[config.mk]
export PLATFORM = sky130hd
export DESIGN_NAME = lsu_align
export DESIGN_NICKNAME = d
export VERILOG_FILES = /design/src/rtl/lsu_align.sv
export SDC_FILE = /design/constraint.sdc
export NUM_CORES = 1
export LEC_CHECK = 0
export BUFFER_PORTS_ARGS = -buffer_cell sky130_fd_sc_hd__buf_2
export CAP_MARGIN = 30
export CORE_MARGIN = 4
export CORE_UTILIZATION = 50
export DETAILED_ROUTE_END_ITERATION = 16
export PLACE_DENSITY_LB_ADDON = 0.15
export REMOVE_ABC_BUFFERS = 1
export SETUP_SLACK_MARGIN = 0.1
export SYNTH_ARGS = -nofsm -noshare
export SYNTH_HDL_FRONTEND = slang
export SYNTH_SLANG_ARGS = --single-unit
[constraint.sdc]
create_clock -name clk -period 5.39 [get_ports clk]
set_clock_uncertainty 0.05 [all_clocks]
set_input_delay 0.8085 -clock clk [delete_from_list [all_inputs] [get_ports clk]]
set_output_delay 0.8085 -clock clk [all_outputs]
set_load 0.01 [all_outputs]
[src/rtl/lsu_align.sv]
module lsu_align #(
  parameter int AW = 32
) (
  input  logic          clk,
  input  logic          rst_n,
  input  logic          req_valid,
  output logic          req_ready,
  input  logic          req_store,
  input  logic [1:0]    req_size,
  input  logic          req_signed,
  input  logic          req_rev,
  input  logic [AW-1:0] req_base,
  input  logic [AW-1:0] req_disp,
  input  logic [63:0]   req_wdata,
  output logic          mem_valid,
  output logic          mem_we,
  output logic [AW-1:0] mem_addr,
  output logic [7:0]    mem_be,
  output logic [63:0]   mem_wdata,
  input  logic [63:0]   mem_rdata,
  output logic          rsp_valid,
  input  logic          rsp_ready,
  output logic [63:0]   rsp_data,
  output logic          rsp_misalign,
  output logic          rsp_store
);

  function automatic logic [63:0] rev8(input logic [63:0] x);
    for (int i = 0; i < 8; i++) rev8[8*i +: 8] = x[8*(7-i) +: 8];
  endfunction

  // address stage
  logic          a_valid, a_st, a_sgn, a_rev;
  logic [1:0]    a_size;
  logic [AW-1:0] a_ea;
  logic [63:0]   a_wdata;
  // return stage
  logic          b_valid, b_fresh, b_st, b_sgn, b_rev, b_mis;
  logic [1:0]    b_size;
  logic [2:0]    b_off;
  logic [63:0]   b_hold;

  wire b_free = ~b_valid | rsp_ready;
  wire a_go   = a_valid & b_free;
  assign req_ready = ~a_valid | b_free;

  wire [AW-1:0] ea = req_base + req_disp;

  always_ff @(posedge clk or negedge rst_n)
    if (!rst_n)         a_valid <= 1'b0;
    else if (req_ready) a_valid <= req_valid;

  always_ff @(posedge clk)
    if (req_ready && req_valid) begin
      a_ea    <= ea;
      a_st    <= req_store;
      a_size  <= req_size;
      a_sgn   <= req_signed;
      a_rev   <= req_rev;
      a_wdata <= req_wdata;
    end

  wire [2:0] a_off  = a_ea[2:0];
  wire [6:0] a_sh   = 7'd64 - (7'd8 << a_size);
  wire       a_mis  = |(a_off & ~(3'b111 << a_size));
  wire [3:0] a_nb   = 4'd1 << a_size;
  wire [7:0] a_hi   = 8'hFF >> a_nb;
  wire [63:0] st_fld = a_wdata & ({64{1'b1}} >> a_sh);
  wire [63:0] st_val = a_rev ? (rev8(st_fld) >> a_sh) : st_fld;
  wire [63:0] st_pos = (st_val << a_sh) >> {a_off, 3'b000};

  assign mem_valid = a_go & ~a_mis;
  assign mem_we    = a_st;
  assign mem_addr  = {a_ea[AW-1:3], 3'b000};
  assign mem_be    = a_st ? (~a_hi >> a_off) : 8'h00;
  assign mem_wdata = a_st ? st_pos : 64'd0;

  always_ff @(posedge clk or negedge rst_n)
    if (!rst_n) begin
      b_valid <= 1'b0;
      b_fresh <= 1'b0;
    end else begin
      if (b_free) b_valid <= a_valid;
      b_fresh <= a_go;
    end

  always_ff @(posedge clk) begin
    if (a_go) begin
      b_st   <= a_st;
      b_sgn  <= a_sgn;
      b_rev  <= a_rev;
      b_mis  <= a_mis;
      b_size <= a_size;
      b_off  <= a_off;
    end
    if (b_fresh) b_hold <= mem_rdata;
  end

  wire [63:0] ld_src = b_fresh ? mem_rdata : b_hold;
  wire [6:0]  b_sh   = 7'd64 - (7'd8 << b_size);
  wire [63:0] ld_fld = (ld_src << {b_off, 3'b000}) >> b_sh;
  wire [63:0] ld_rv  = b_rev ? (rev8(ld_fld) >> b_sh) : ld_fld;
  logic [63:0] ld_out;

  always_comb
    case (b_size)
      2'd0:    ld_out = {{56{b_sgn & ld_rv[7]}},  ld_rv[7:0]};
      2'd1:    ld_out = {{48{b_sgn & ld_rv[15]}}, ld_rv[15:0]};
      default: ld_out = ld_rv;
    endcase

  assign rsp_valid    = b_valid;
  assign rsp_store    = b_st;
  assign rsp_misalign = b_mis;
  assign rsp_data     = (b_st | b_mis) ? 64'd0 : ld_out;

endmodule


# After elaboration in Yosys (flattened, before gate mapping)
# Index checks and enable logic that the tools add are counted.
classes:
  eq_ne: 1
  add_sub_neg: 3
  n_reduce_logical: 3
  n_shift: 13
  bitwise_logic: 14
  mux: 7
ops:
  columns: ["op", "n"]
  rows:
  - ["$mux 64", 5]
  - ["$shr 64x7->64", 3]
  - ["$pmux 64 s2", 1]
  - ["$and 64x64->64", 1]
  - ["$shl 64x6->64", 1]
  - ["$shl 64x7->64", 1]
  - ["$shr 64x6->64", 1]
  - ["$shr 64x7->64 const A", 1]
  - ["$add 32x32->32", 1]
  - ["$shl 4x2->7 const A", 2]
  - ["$sub 7x7->7 const A", 2]
  - ["$mux 8", 1]
  - ["$not 8->8", 1]
  - ["$shr 8x3->8", 1]
  - ["$shr 8x4->8 const A", 1]
  - ["$and 1x1->1", 4]
  - ["$shl 1x2->4 const A", 1]
  - ["$and 3x3->3", 1]
  - ["$not 1->1", 3]
  - ["$not 3->3", 1]
  - ["$or 1x1->1", 3]
  - ["$reduce_or 3->1", 1]
  - ["$shl 3x2->3 const A", 1]
  - ["$eq 2x1->1 const B", 1]
  - ["2 further kinds", 2]
totals:
  in_bits: 201
  elab_cells: 57
  out_inout_bits: 174
  reg_bits: 177

# Logic depth before layout (Yosys ltp)
depth:
  depth_word: 9
  mapped_depth: 20
  ltp_nobuf: 13

# Worst setup path after synthesis
# OpenSTA, ideal clock, no wires.
synth_timing:
  kind: "flip-flop to output port"
  startpoint: "register b_size[1]"
  endpoint: "output port rsp_data[22]"
  required_time_ns: 4.532
  setup_slack_ns: 0.393
  stages_incl_launch_ff: 19
  n_path_buf: 11
  t_arrival_ns: 4.138
  path_cell_list: "edfxtp_1 -> buf_2 -> nor2_2 -> inv_1 -> clkbuf_1 -> buf_2 -> buf_2 -> buf_2 -> clkbuf_1 -> buf_2 -> ha_1 -> clkbuf_1 -> inv_1 -> clkbuf_1 -> clkbuf_1 -> clkbuf_1 -> nand2_1 -> o21a_1 -> a211oi_1"
synth_via:
  elab_chain_cells: 8
  elab_cells_between_ends: 11
  cone_classes: "add/sub (1); eq/ne (1); shift (3); mux (3); bitwise (2); reduce/logical (1)"
synth_lines:
  columns: ["item", "line_no", "rtl"]
  rows:
  - ["start, declared", "39", "logic [1:0] b_size;"]
  - ["start signal, assigned", "93", "b_size <= a_size;"]
  - ["$shl 4x2->7", "100", "wire [6:0] b_sh = 7'd64 - (7'd8 << b_size);"]
  - ["$sub 7x7->7", "100", null]
  - ["$shr 64x7->64", "101", "wire [63:0] ld_fld = (ld_src << {b_off, 3'b000}) >> b_sh;"]
  - ["$shr 64x7->64", "102", "wire [63:0] ld_rv = b_rev ? (rev8(ld_fld) >> b_sh) : ld_fld;"]
  - ["$mux 64", "102", null]
  - ["$and 1x1->1 (on tied branches)", "108, 107", null]
  - ["$pmux 64 s2 *", "106", "case (b_size)"]
  - ["$mux 64 *", "115", "assign rsp_data = (b_st | b_mis) ? 64'd0 : ld_out;"]
  - ["end, declared", "23", "output logic [63:0] rsp_data,"]
# Every way passes the cells marked *; elsewhere a longest branch is shown, timed or not.

# Worst setup path in the final report
layout_timing:
  startpoint: "register b_size[0]"
  endpoint: "output port rsp_data[38]"
# The elaborated chain is that of the path after synthesis.

==> run_results.csv <==
group,metric,value,unit
global_routing,antenna_found_initial,11,
pwr,ir_worst_vdd,0.238,mV
global_routing,grt.total_usage,32.0,%
routing,routedWlPerCell,22.3,µm
timing,finalCriticalPeriod,4.96,ns
timing,relSlewSlack,29.9,%
global_routing,overflow,0,
synthesis,synth-main-ff-cell,"edfxtp_1",
floorplan,io_pins,375,
placed_design,gp_congestion,1.01,
timing,worst_pin_slew,1.05,ns
synthesis,synthTopCellsByArea,"edfxtp_1, mux2i_1, dfxtp_1",
clock_network,clock_path_buffers,2,
worst_setup_path,path_depth,13,
timing,fin_crit_sh,92.0,%
clock_network,clk_latency,0.46,ns
clock_network,cts.sinks,177,
synthesis,syn_area,15900,µm²
worst_setup_path,cpLargestDelayFamily,"buffers and inverters",
run_status,status,"finished, final reports clean",
cells_and_area,nNetsFinal,2420,
worst_setup_path,critPathMaxFanout,24,
routing,wl,58200,µm
routing,ant_nets,0,
placed_design,placed_cell_area,17900,µm²
routing,dr.pass1.iters,5,
synthesis,async_reset_ff_share,1.69,%
synthesis,synthMostInstantiatedCell,"nor2_1",
routing,routed-via-count,16200,
min_path,worstHoldPathType,"input pin to asynchronous set/reset pin",
timing,setup_viol_count_final,0,
routing,vias_per_cell,6.23,
synthesis,netlist_instances,1929,
worst_setup_path,r2r-start,"rsp_valid",
global_routing,grt_max_degree,66,
synthesis,synth-edff-count,110,
clock_network,root_buffer,"clkbuf_16",
cells_and_area,layout-drive-gt1-share,27.3,%
worst_setup_path,worstPathRequired,4.53,ns
floorplan,die_area,34800,µm²
cells_and_area,area.growth.synth_to_final,16.1,%
floorplan,die_w,186,µm
clock_network,clkTransAtPathRegs,0.08,ns
floorplan,die_h,186,µm
synthesis,ys_ff_latch,177,
timing,rsz0062_at_grt,"true",
routing,route.detailed.drc,0,
synthesis,synthTopCellsByCount,"nor2_1, nand2_1, o21ai_0",
routing,drtIter0Drc,1510,
pwr,pwr_density_cell,282,nW/µm²
placed_design,placed_cells,2568,
synthesis,yosysUniqueCellTypes,71,
placed_design,place_hpwl,42800,µm
floorplan,coreArea,31500,µm²
placed_design,io_buffers,371,
worst_setup_path,rr_worst_depth,3,
synthesis,yosysTopAreaCellShare,20.7,%
timing,drv_slew,0,
timing,fin_setup_tns,0,ns
floorplan,rows,65,
worst_setup_path,critPathBufInv,6,
worst_setup_path,max_stage_delay,0.56,ns
worst_setup_path,cp_slowest_cell,"edfxtp_1",
clock_network,cts_tree,"done",
global_routing,grt_pass1_vias,15900,
worst_setup_path,start_kind,"flop",
cells_and_area,final_area,18500,µm²
floorplan,initial_core_util,50.6,%
worst_setup_path,r2r_slack,3.10,ns
clock_network,htree_levels,4,
worst_setup_path,cp-end-kind,"primary output",
cells_and_area,final_cells,2606,
worst_setup_path,crit_type,"flop to primary output",
synthesis,yosysTopAreaCell,"edfxtp_1",
synthesis,syn_avg_cell_area,8.26,µm²
timing,max_freq,0.202,GHz
synthesis,yosysWarnings,0,
clock_network,ctsHoldBuffers,0,
flow_run,drv_cap,0,
timing,hold_viol,0,
pwr,p_leak,7.93,nW
clock_network,cts_buffers,17,
synthesis,synth_seq_area_share,29.3,%
worst_setup_path,crit_arrival,4.10,ns
worst_setup_path,path_cells,"inv_2 > nor2_1 > inv_2 > ha_2 > inv_1 > buf_4 > nor2_1 > buf_4 > o22ai_1 > o21ai_0 > o31a_1 > a31oi_1 > buf_2",
global_routing,grt_pass1_wl,89600,µm
worst_setup_path,r2r_end,"a_ea[31]",
[cell usage in the layout, fill, tap and decap left out, drive strengths merged, types with 7 or more instances in the layout]
| cell | synthesis | final |
|---|---|---|
| mux4 | 30 | 30 |
| and3 | 7 | 7 |
| or3 | 8 | 8 |
| nand2b | 16 | 16 |
| mux2 | 91 | 91 |
| inv | 45 | 53 |
| a21o | 25 | 25 |
| o21a | 11 | 11 |
| nor2b | 9 | 9 |
| dfxtp | 64 | 64 |
| and2 | 8 | 8 |
| o22ai | 41 | 41 |
| nor3b | 8 | 8 |
| o21bai | 8 | 8 |
| o21ai | 159 | 159 |
| clkbuf | 110 | 17 |
| clkinv | 2 | 8 |
| buf | 85 | 431 |
| nor2 | 255 | 255 |
| ha | 32 | 32 |
| nand2 | 184 | 184 |
| o31a | 11 | 11 |
| a221oi | 17 | 17 |
| a211oi | 43 | 43 |
| o221ai | 7 | 7 |
| nor3 | 21 | 21 |
| nand3 | 33 | 33 |
| o22a | 8 | 8 |
| edfxtp | 110 | 110 |
| xnor2 | 22 | 22 |
| a22oi | 17 | 17 |
| o31ai | 9 | 9 |
| o211ai | 45 | 45 |
| a21oi | 142 | 142 |
| a31oi | 30 | 30 |
| a2bb2oi | 14 | 14 |
| mux2i | 144 | 144 |
[power breakdown]
| part | leakage [nW] | internal, mW | switching, mW |
|---|---|---|---|
| registers | 1.63 | 1.62 | 0.0790 |
| logic | 6.00 | 0.861 | 1.32 |
| clock network | 0.299 | 0.669 | 0.659 |
| total | 7.93 | 3.15 | 2.06 |
[metal layers]
| layer | up-vias | GRT usage (%) | share of wire, % |
|---|---|---|---|
| li1 | 7665 | - | - |
| met3 | 131 | 6.57 | 8.6 |
| met5 | - | 0 | 0.14 |
| met1 | 7559 | 40.4 | 40 |
| met2 | 874 | 53.3 | 47 |
| met4 | 14 | 14.0 | 3.8 |
[logic make-up (layout without fill, tap and decap cells)]
kind of cell             count (synthesis)  after routing  share of synthesized area [%]
adder cells (fa/ha/maj)                 33             33                           2.64
XOR/XNOR                                25             25                           1.37
other                                    1              8                         0.0235
buffers and inverters                  242            510                           6.95
AO/OA/AOI/OAI                          624            624                           25.0
flip-flops                             177            177                           29.3
multiplexers                           265            265                           19.8
AND/OR/NAND/NOR                        562            562                           15.0
[metrics by stage]
stage | hold WS [ns] | setup WS [ns] | power (mW) | utilization [%]
6_report | 0.0794 | 0.429 | 5.21 | 58.7
5_1_grt | 0.0729 | 0.0962 | 5.48 | 58.7
4_1_cts | 0.0616 | 0.237 | 5.20 | 58.6
3_5_place_dp | 0.366 | 0.762 | 3.87 | 56.7
3_3_place_gp | 0.356 | 0.330 | 3.84 | 56.6
2_1_floorplan | 0.350 | -2.49 | 3.17 | -
[registers in the layout, indices dropped and copies added (netlist names), 2 cells and up]
signal,cells
a_wdata,64
b_size,2
a_ea,32
a_size,2
b_hold,64
b_off,3
[layout make-up]
cell class | instances | area [µm²]
diodes | 5 | 12.5
clock buffers | 17 | 425
flip-flops and latches | 177 | 4660
fillers | 2961 | 13000
clock inverters | 15 | 183
inverters | 47 | 176
repair buffers | 431 | 2340
multi-input cells | 1512 | 10200
well taps | 402 | 503
[worst max-delay path by stage]
stage	startpoint	to	slack, ns
floorplan	b_size[0]	rsp_data[18]	-2.49
global placement	mem_rdata[39]	rsp_data[59]	0.33
detailed placement	b_size[0]	rsp_data[2]	0.76
CTS	b_size[0]	rsp_data[34]	0.24
global route	b_size[0]	rsp_data[2]	0.1
finish	b_size[0]	rsp_data[38]	0.43
[timing repair]
item / 4_1_cts / 5_1_grt
buffers inserted: 0 / 1
setup endpoints to repair: 0 / 7
resized for setup: 0 / 2
No activity file was read; power rests on OpenSTA's default activity.
